$ cat src/rtl/lcdh_pkg.sv
package lcdh_pkg;

  // Encoding follows {select, direction} of the host cycle.
  typedef enum logic [1:0] {
    XF_IR_WR = 2'b00,
    XF_SR_RD = 2'b01,
    XF_DR_WR = 2'b10,
    XF_DR_RD = 2'b11
  } xfer_kind_e;

  function automatic xfer_kind_e kind_of(input logic sel, input logic dir);
    return xfer_kind_e'({sel, dir});
  endfunction

endpackage

$ cat src/rtl/lcdh_sync.sv
module lcdh_sync #(
  parameter int W      = 1,
  parameter int STAGES = 2
) (
  input  logic         clk,
  input  logic         rst,
  input  logic [W-1:0] d,
  output logic [W-1:0] q
);

  logic [STAGES-1:0][W-1:0] chain;

  generate
    if (STAGES == 1) begin : g_single
      always_ff @(posedge clk) begin
        if (rst) chain <= '0;
        else     chain <= d;
      end
    end else begin : g_multi
      always_ff @(posedge clk) begin
        if (rst) chain <= '0;
        else     chain <= {chain[STAGES-2:0], d};
      end
    end
  endgenerate

  assign q = chain[STAGES-1];

endmodule

$ cat src/rtl/lcdh_xfer.sv
module lcdh_xfer
  import lcdh_pkg::*;
#(
  parameter int DATA_W = 8,
  localparam int NIB_W = DATA_W / 2
) (
  input  logic              clk,
  input  logic              rst,
  input  logic              e_s,
  input  logic              rs_s,
  input  logic              rw_s,
  input  logic [DATA_W-1:0] d_s,
  input  logic              mode_wr,
  input  logic              mode_4bit,
  output logic              mode4,
  output logic              phase,
  output logic              done,
  output xfer_kind_e        done_kind,
  output logic [DATA_W-1:0] done_byte
);

  logic              e_q;
  logic              rs_q;
  logic              rw_q;
  logic [DATA_W-1:0] d_q;
  logic [NIB_W-1:0]  hi_nib;
  logic              fall;

  // Values held while enable was still high, one cycle before the fall is seen.
  always_ff @(posedge clk) begin
    if (rst) begin
      e_q  <= 1'b0;
      rs_q <= 1'b0;
      rw_q <= 1'b0;
      d_q  <= '0;
    end else begin
      e_q  <= e_s;
      rs_q <= rs_s;
      rw_q <= rw_s;
      d_q  <= d_s;
    end
  end

  assign fall = e_q & ~e_s;

  always_ff @(posedge clk) begin
    if (rst) begin
      mode4     <= 1'b0;
      phase     <= 1'b0;
      hi_nib    <= '0;
      done      <= 1'b0;
      done_kind <= XF_IR_WR;
      done_byte <= '0;
    end else begin
      done <= 1'b0;
      if (mode_wr) begin
        mode4 <= mode_4bit;
        phase <= 1'b0;
      end else if (fall) begin
        if (!mode4) begin
          done      <= 1'b1;
          done_kind <= kind_of(rs_q, rw_q);
          done_byte <= d_q;
        end else if (!phase) begin
          phase  <= 1'b1;
          hi_nib <= d_q[DATA_W-1 -: NIB_W];
        end else begin
          phase     <= 1'b0;
          done      <= 1'b1;
          done_kind <= kind_of(rs_q, rw_q);
          done_byte <= {hi_nib, d_q[DATA_W-1 -: NIB_W]};
        end
      end
    end
  end

endmodule

$ cat src/rtl/lcdh_regs.sv
module lcdh_regs
  import lcdh_pkg::*;
#(
  parameter int DATA_W = 8
) (
  input  logic              clk,
  input  logic              rst,
  input  logic              done,
  input  xfer_kind_e        done_kind,
  input  logic [DATA_W-1:0] done_byte,
  input  logic              core_busy,
  input  logic              core_fill,
  input  logic [DATA_W-1:0] core_rdata,
  output logic [DATA_W-1:0] ir_q,
  output logic              ir_wr_valid,
  output logic [DATA_W-1:0] dr_q,
  output logic              dr_wr_valid,
  output logic              dr_rd_done
);

  always_ff @(posedge clk) begin
    if (rst) begin
      ir_q        <= '0;
      dr_q        <= '0;
      ir_wr_valid <= 1'b0;
      dr_wr_valid <= 1'b0;
      dr_rd_done  <= 1'b0;
    end else begin
      ir_wr_valid <= 1'b0;
      dr_wr_valid <= 1'b0;
      dr_rd_done  <= 1'b0;
      if (core_fill) dr_q <= core_rdata;
      if (done) begin
        unique case (done_kind)
          XF_IR_WR: begin
            if (!core_busy) begin
              ir_q        <= done_byte;
              ir_wr_valid <= 1'b1;
            end
          end
          XF_DR_WR: begin
            dr_q        <= done_byte;
            dr_wr_valid <= 1'b1;
          end
          XF_DR_RD: dr_rd_done <= 1'b1;
          default: ;
        endcase
      end
    end
  end

endmodule

$ cat src/rtl/lcdh_rdmux.sv
module lcdh_rdmux #(
  parameter int DATA_W = 8,
  localparam int NIB_W = DATA_W / 2,
  localparam int AC_W  = DATA_W - 1
) (
  input  logic              clk,
  input  logic              rst,
  input  logic              e_s,
  input  logic              rs_s,
  input  logic              rw_s,
  input  logic              if_en,
  input  logic              mode4,
  input  logic              phase,
  input  logic              core_busy,
  input  logic [AC_W-1:0]   core_ac,
  input  logic [DATA_W-1:0] dr_q,
  output logic [DATA_W-1:0] d_out,
  output logic              d_oe
);

  logic [DATA_W-1:0] src;
  logic [DATA_W-1:0] held;
  logic [DATA_W-1:0] val;
  logic              drive;

  assign src   = rs_s ? dr_q : {core_busy, core_ac};
  assign drive = e_s & rw_s & if_en;

  always_comb begin
    if (!mode4)      val = src;
    else if (!phase) val = {src[DATA_W-1 -: NIB_W], {NIB_W{1'b0}}};
    else             val = {held[NIB_W-1:0], {NIB_W{1'b0}}};
  end

  always_ff @(posedge clk) begin
    if (rst) begin
      held  <= '0;
      d_out <= '0;
      d_oe  <= 1'b0;
    end else begin
      if (!phase) held <= src;
      d_oe  <= drive;
      d_out <= drive ? val : '0;
    end
  end

endmodule

$ cat src/rtl/lcd_host_if.sv
module lcd_host_if
  import lcdh_pkg::*;
#(
  parameter int DATA_W      = 8,
  parameter int SYNC_STAGES = 2,
  localparam int AC_W       = DATA_W - 1,
  localparam int SYNC_W     = DATA_W + 3
) (
  input  logic              clk,
  input  logic              rst,
  input  logic              if_en,
  input  logic              bus_e,
  input  logic              bus_rs,
  input  logic              bus_rw,
  input  logic [DATA_W-1:0] bus_d_in,
  output logic [DATA_W-1:0] bus_d_out,
  output logic              bus_d_oe,
  input  logic              core_busy,
  input  logic [AC_W-1:0]   core_ac,
  input  logic              core_fill,
  input  logic [DATA_W-1:0] core_rdata,
  input  logic              mode_wr,
  input  logic              mode_4bit,
  output logic [DATA_W-1:0] ir_q,
  output logic              ir_wr_valid,
  output logic [DATA_W-1:0] dr_q,
  output logic              dr_wr_valid,
  output logic              dr_rd_done
);

  logic [SYNC_W-1:0] pins_s;
  logic              e_s;
  logic              rs_s;
  logic              rw_s;
  logic [DATA_W-1:0] d_s;
  logic              mode4_w;
  logic              phase_w;
  logic              done_w;
  xfer_kind_e        kind_w;
  logic [DATA_W-1:0] byte_w;

  lcdh_sync #(.W(SYNC_W), .STAGES(SYNC_STAGES)) u_sync (
    .clk (clk),
    .rst (rst),
    .d   ({bus_e, bus_rs, bus_rw, bus_d_in}),
    .q   (pins_s)
  );

  assign {e_s, rs_s, rw_s, d_s} = pins_s;

  lcdh_xfer #(.DATA_W(DATA_W)) u_xfer (
    .clk       (clk),
    .rst       (rst),
    .e_s       (e_s),
    .rs_s      (rs_s),
    .rw_s      (rw_s),
    .d_s       (d_s),
    .mode_wr   (mode_wr),
    .mode_4bit (mode_4bit),
    .mode4     (mode4_w),
    .phase     (phase_w),
    .done      (done_w),
    .done_kind (kind_w),
    .done_byte (byte_w)
  );

  lcdh_regs #(.DATA_W(DATA_W)) u_regs (
    .clk         (clk),
    .rst         (rst),
    .done        (done_w),
    .done_kind   (kind_w),
    .done_byte   (byte_w),
    .core_busy   (core_busy),
    .core_fill   (core_fill),
    .core_rdata  (core_rdata),
    .ir_q        (ir_q),
    .ir_wr_valid (ir_wr_valid),
    .dr_q        (dr_q),
    .dr_wr_valid (dr_wr_valid),
    .dr_rd_done  (dr_rd_done)
  );

  lcdh_rdmux #(.DATA_W(DATA_W)) u_rdmux (
    .clk       (clk),
    .rst       (rst),
    .e_s       (e_s),
    .rs_s      (rs_s),
    .rw_s      (rw_s),
    .if_en     (if_en),
    .mode4     (mode4_w),
    .phase     (phase_w),
    .core_busy (core_busy),
    .core_ac   (core_ac),
    .dr_q      (dr_q),
    .d_out     (bus_d_out),
    .d_oe      (bus_d_oe)
  );

endmodule

$ cat config.mk
export PLATFORM = sky130hd
export DESIGN_NAME = lcd_host_if
export DESIGN_NICKNAME = d
export VERILOG_FILES = /design/src/rtl/lcdh_pkg.sv /design/src/rtl/lcdh_sync.sv /design/src/rtl/lcdh_xfer.sv /design/src/rtl/lcdh_regs.sv /design/src/rtl/lcdh_rdmux.sv /design/src/rtl/lcd_host_if.sv
export SDC_FILE = /design/constraint.sdc
export NUM_CORES = 1
export LEC_CHECK = 0
export ABC_CLOCK_PERIOD_IN_PS = 1500
export BUFFER_PORTS_ARGS = -buffer_cell sky130_fd_sc_hd__buf_2
export CORE_MARGIN = 5
export CORE_UTILIZATION = 53
export CTS_CLUSTER_SIZE = 25
export DETAILED_ROUTE_END_ITERATION = 16
export GPL_TIMING_DRIVEN = 1
export PLACE_DENSITY = 0.87
export SYNTH_ARGS = -nofsm -noshare
export SYNTH_HDL_FRONTEND = slang
export SYNTH_SLANG_ARGS = --single-unit
$ cat constraint.sdc
create_clock -name clk -period 1.5 [get_ports clk]
set_clock_uncertainty 0.05 [all_clocks]
set_input_delay 0.45 -clock clk [delete_from_list [all_inputs] [get_ports clk]]
set_output_delay 0.45 -clock clk [all_outputs]
set_load 0.02 [all_outputs]
==> out/metrics.json <==
{
  "status": "finished, final reports clean",
  "post_synth_inst_count": 275,
  "synthesis.area_per_instance_um2": 10.4,
  "synth.top_cell.area_share_pct": 57.2,
  "overflow": 0,
  "design.core.area_um2": 5170,
  "route.final.wire_length_um": 5450,
  "grt_start_max_net_pins": 74,
  "post_synth_mux_area_share_pct": 8.85,
  "synth_compound_gate_area_share_pct": 11.8,
  "rr_worst_depth": 3,
  "ff2ff_setup_slack_ns": 0.09,
  "r2r-start": "u_xfer.done_kind[1]",
  "synth_seq_area_share_pct": 57.2,
  "grt_setup_unrepaired": "no",
  "synth.lib_cells_used.distinct": 32,
  "arrival_time_at_the_worst_endpoint_ns": 0.95,
  "worst-path-max-fanout": 3,
  "slew_headroom_pct": 71.5,
  "areaGrowthSynthToFinish_pct": 20.4,
  "layout_min_cycle_time_ns": 1.45,
  "layout_setup_ws_ns": 0.0492,
  "numClockSinks": 82,
  "cpMaxStageDelayCell": "sky130_fd_sc_hd__dfxtp_1",
  "antenna_cells_inserted": 0,
  "cts_buffers": 9,
  "cts.repair.resized": 0,
  "tritoncts_clock_tree": "yes",
  "p_leak_uw": 0.00145,
  "clkSlewWorstSetupHoldPaths_ns": 0.08,
  "pre_cts_ws_ns": -0.0621,
  "timing_hold_violations_final": 0,
  "initialDrtViolationCount": 120,
  "power_density_nw_per_um2": 1160,
  "crit_required_ns": 1.00,
  "rows": 26,
  "placement.io_buffers": 60,
  "via_count_of_the_first_global_routing_pass": 1996,
  "critical-path-max-stage-delay_ns": 0.41,
  "critical_path.cell_chain": "buf_2",
  "cp_num_buf_inv": 1,
  "period_share_pct": 96.7,
  "timing.fmax_ghz": 0.689,
  "gp_congestion": 0.782,
  "detail_route.drc_violations": 0,
  "drive_above_1_share_pct": 27.4,
  "cts.hold.buffers_added": 0,
  "synth_top_cells_by_area": "sky130_fd_sc_hd__dfxtp_1 57%, sky130_fd_sc_hd__nor2b_1 7.8%, sky130_fd_sc_hd__mux2i_1 7.7%",
  "chipHeight_um": 83.6,
  "netlist_area_um2": 2870,
  "synth_ff_type": "sky130_fd_sc_hd__dfxtp_1",
  "hold_path.class": "in -> reg",
  "critical_path.endpoint": "dr_q[3]",
  "synth_top_area_cell": "sky130_fd_sc_hd__dfxtp_1",
  "cpLargestDelayFamily": "flip-flops",
  "synth_top_family_by_area": "simple AND/OR/NAND/NOR gates",
  "crit_path_end_kind": "primary output",
  "design.die.area_um2": 6990,
  "yosys_register_bits": 82,
  "via_count": 2095,
  "drt_first_pass_iters": 6,
  "antenna_found_initial": 0,
  "detail_route.vias_per_cell": 5.07,
  "irDropWorstVdd_mv": 0.777,
  "mappedNetlistNets": 308,
  "post-cts-setup-buffers": 0,
  "synth-xor-area-share_pct": 0.305,
  "post_synth_fa_ha_maj_area_fraction_pct": 0,
  "layout.cells.most_common": "sky130_fd_sc_hd__dfxtp_1",
  "wl_per_cell_um": 13.2,
  "synth_edf_count": 0,
  "worst-setup-path-type": "reg -> out",
  "top_level_ports": 61,
  "worstSetupStartpoint": "u_regs.dr_q[3]",
  "synthSimpleGateAreaFrac_pct": 18.3,
  "initial_utilization_pct": 55.5,
  "grt_first_pass_wirelength_um": 9110,
  "maxCapViolations": 0,
  "die_w_um": 83.6,
  "setup_violating_endpoint_count_in_the_final_report": 0,
  "final_max_slew_viol_count": 0,
  "path_depth": 1,
  "yosys_warnings": 0,
  "buffer_levels_on_the_longest_clock_path": 2,
  "antenna_left": 0,
  "nets": 372,
  "ys_async_sr_fraction_pct": 0,
  "mostFrequentLayoutCells": "82 x sky130_fd_sc_hd__dfxtp_1, 60 x sky130_fd_sc_hd__buf_2, 36 x sky130_fd_sc_hd__nor2b_1",
  "dpl.hpwl_um": 3770,
  "global_routing_usage_summed_across_all_routing_layers_pct": 16.1,
  "holdWs_ns": 0.264,
  "worst_setup_path_start_kind": "flip-flop",
  "worst-slew-pin-transition_ns": 0.428,
  "cts_htree_levels": 3,
  "clock-root-buffer": "sky130_fd_sc_hd__clkbuf_8",
  "rr_endpoint": "u_regs.ir_q[4]",
  "clk_latency_worst_skew_pair_ns": 0.34
}
cell usage after synthesis (2+ instances only):
library cell / n
sky130_fd_sc_hd__a21bo_2: 2
sky130_fd_sc_hd__o21ai_0: 4
sky130_fd_sc_hd__clkbuf_1: 6
sky130_fd_sc_hd__buf_2: 5
sky130_fd_sc_hd__nor2_1: 17
sky130_fd_sc_hd__buf_4: 3
sky130_fd_sc_hd__a21oi_1: 25
sky130_fd_sc_hd__nand3_1: 2
sky130_fd_sc_hd__a211oi_1: 21
sky130_fd_sc_hd__inv_1: 2
sky130_fd_sc_hd__nand2_1: 23
sky130_fd_sc_hd__nand3b_1: 2
sky130_fd_sc_hd__mux2_2: 3
sky130_fd_sc_hd__mux2i_1: 22
sky130_fd_sc_hd__dfxtp_1: 82
sky130_fd_sc_hd__clkbuf_2: 2
sky130_fd_sc_hd__nor2b_1: 36
sky130_fd_sc_hd__nand4_1: 4
area by class of cell:
class | instances | area (µm²)
Multi-Input combinational cell | 173 | 1130
Inverter | 2 | 7.51
Fill cell | 414 | 1720
Clock buffer | 12 | 145
Clock inverter | 3 | 40.0
Timing Repair Buffer | 71 | 408
Sequential cell | 82 | 1640
Tap cell | 70 | 87.6
worst min path at each step:
stage	start	to	slack, ns	cells after the start
2_1_floorplan	u_sync.chain[0]	u_sync.q[0]	0.36	1
3_3_place_gp	u_sync.chain[3]	u_sync.q[3]	0.37	1
3_5_place_dp	u_sync.chain[9]	u_sync.q[9]	0.37	1
4_1_cts	bus_e	u_sync.chain[10]	0.26	2
5_1_grt	bus_e	u_sync.chain[10]	0.26	2
6_report	bus_e	u_sync.chain[10]	0.26	2
report_power, final:
part	leakage (µW)	switching, µW	internal [µW]	total, µW
clock network	0.0000962	697	801	1500
registers	0.000669	33.6	2240	2270
logic	0.000688	125	121	246
per-stage QoR:
step	TNS (ns)	utilization (%)	total power (µW)	std cells	area, µm²
2_1_floorplan	0	-	2470	275	2870
3_3_place_gp	-0.198	63.2	2560	398	3270
3_5_place_dp	-0.500	63.2	2570	398	3270
4_1_cts	0	66.8	4040	413	3460
5_1_grt	0	66.8	4170	413	3460
6_report	0	66.8	4020	413	3460
logic make-up after synthesis:
logic type	Yosys count
xor gates and xnor gates	1
AOI/OAI and AO/OA	53
DFF	82
muxes	25
buffers and inverters	20
and+or+nand+nor	94
flip-flops by register name (all words and copies together) (netlist names), 2 cells and up:
signal / count
u_sync.chain: 11
u_sync.q: 11
u_rdmux.d_out: 8
u_regs.dr_q: 8
u_regs.ir_q: 8
u_xfer.d_q: 8
u_xfer.done_byte: 8
u_rdmux.held: 4
u_xfer.hi_nib: 4
u_xfer.done_kind: 2
per-layer routing:
metal  part of all wire [%]  GRT usage [%]  vias up  wire (µm)
li1                       -              -     1067          -
met1                     42           19.3      937       2290
met2                     47           25.5       79       2540
met3                    9.1           5.13       12        498
met4                    2.2           9.06        0        121
met5                      0              0        -          0
worst register-to-register path, stage by stage (launching register included):
cell and delay, ns:
sky130_fd_sc_hd__dfxtp_1 0.35, sky130_fd_sc_hd__or4b_1 0.69, sky130_fd_sc_hd__nand2_1 0.13, sky130_fd_sc_hd__a21oi_1 0.07
No activity file was read; power rests on OpenSTA's default activity.
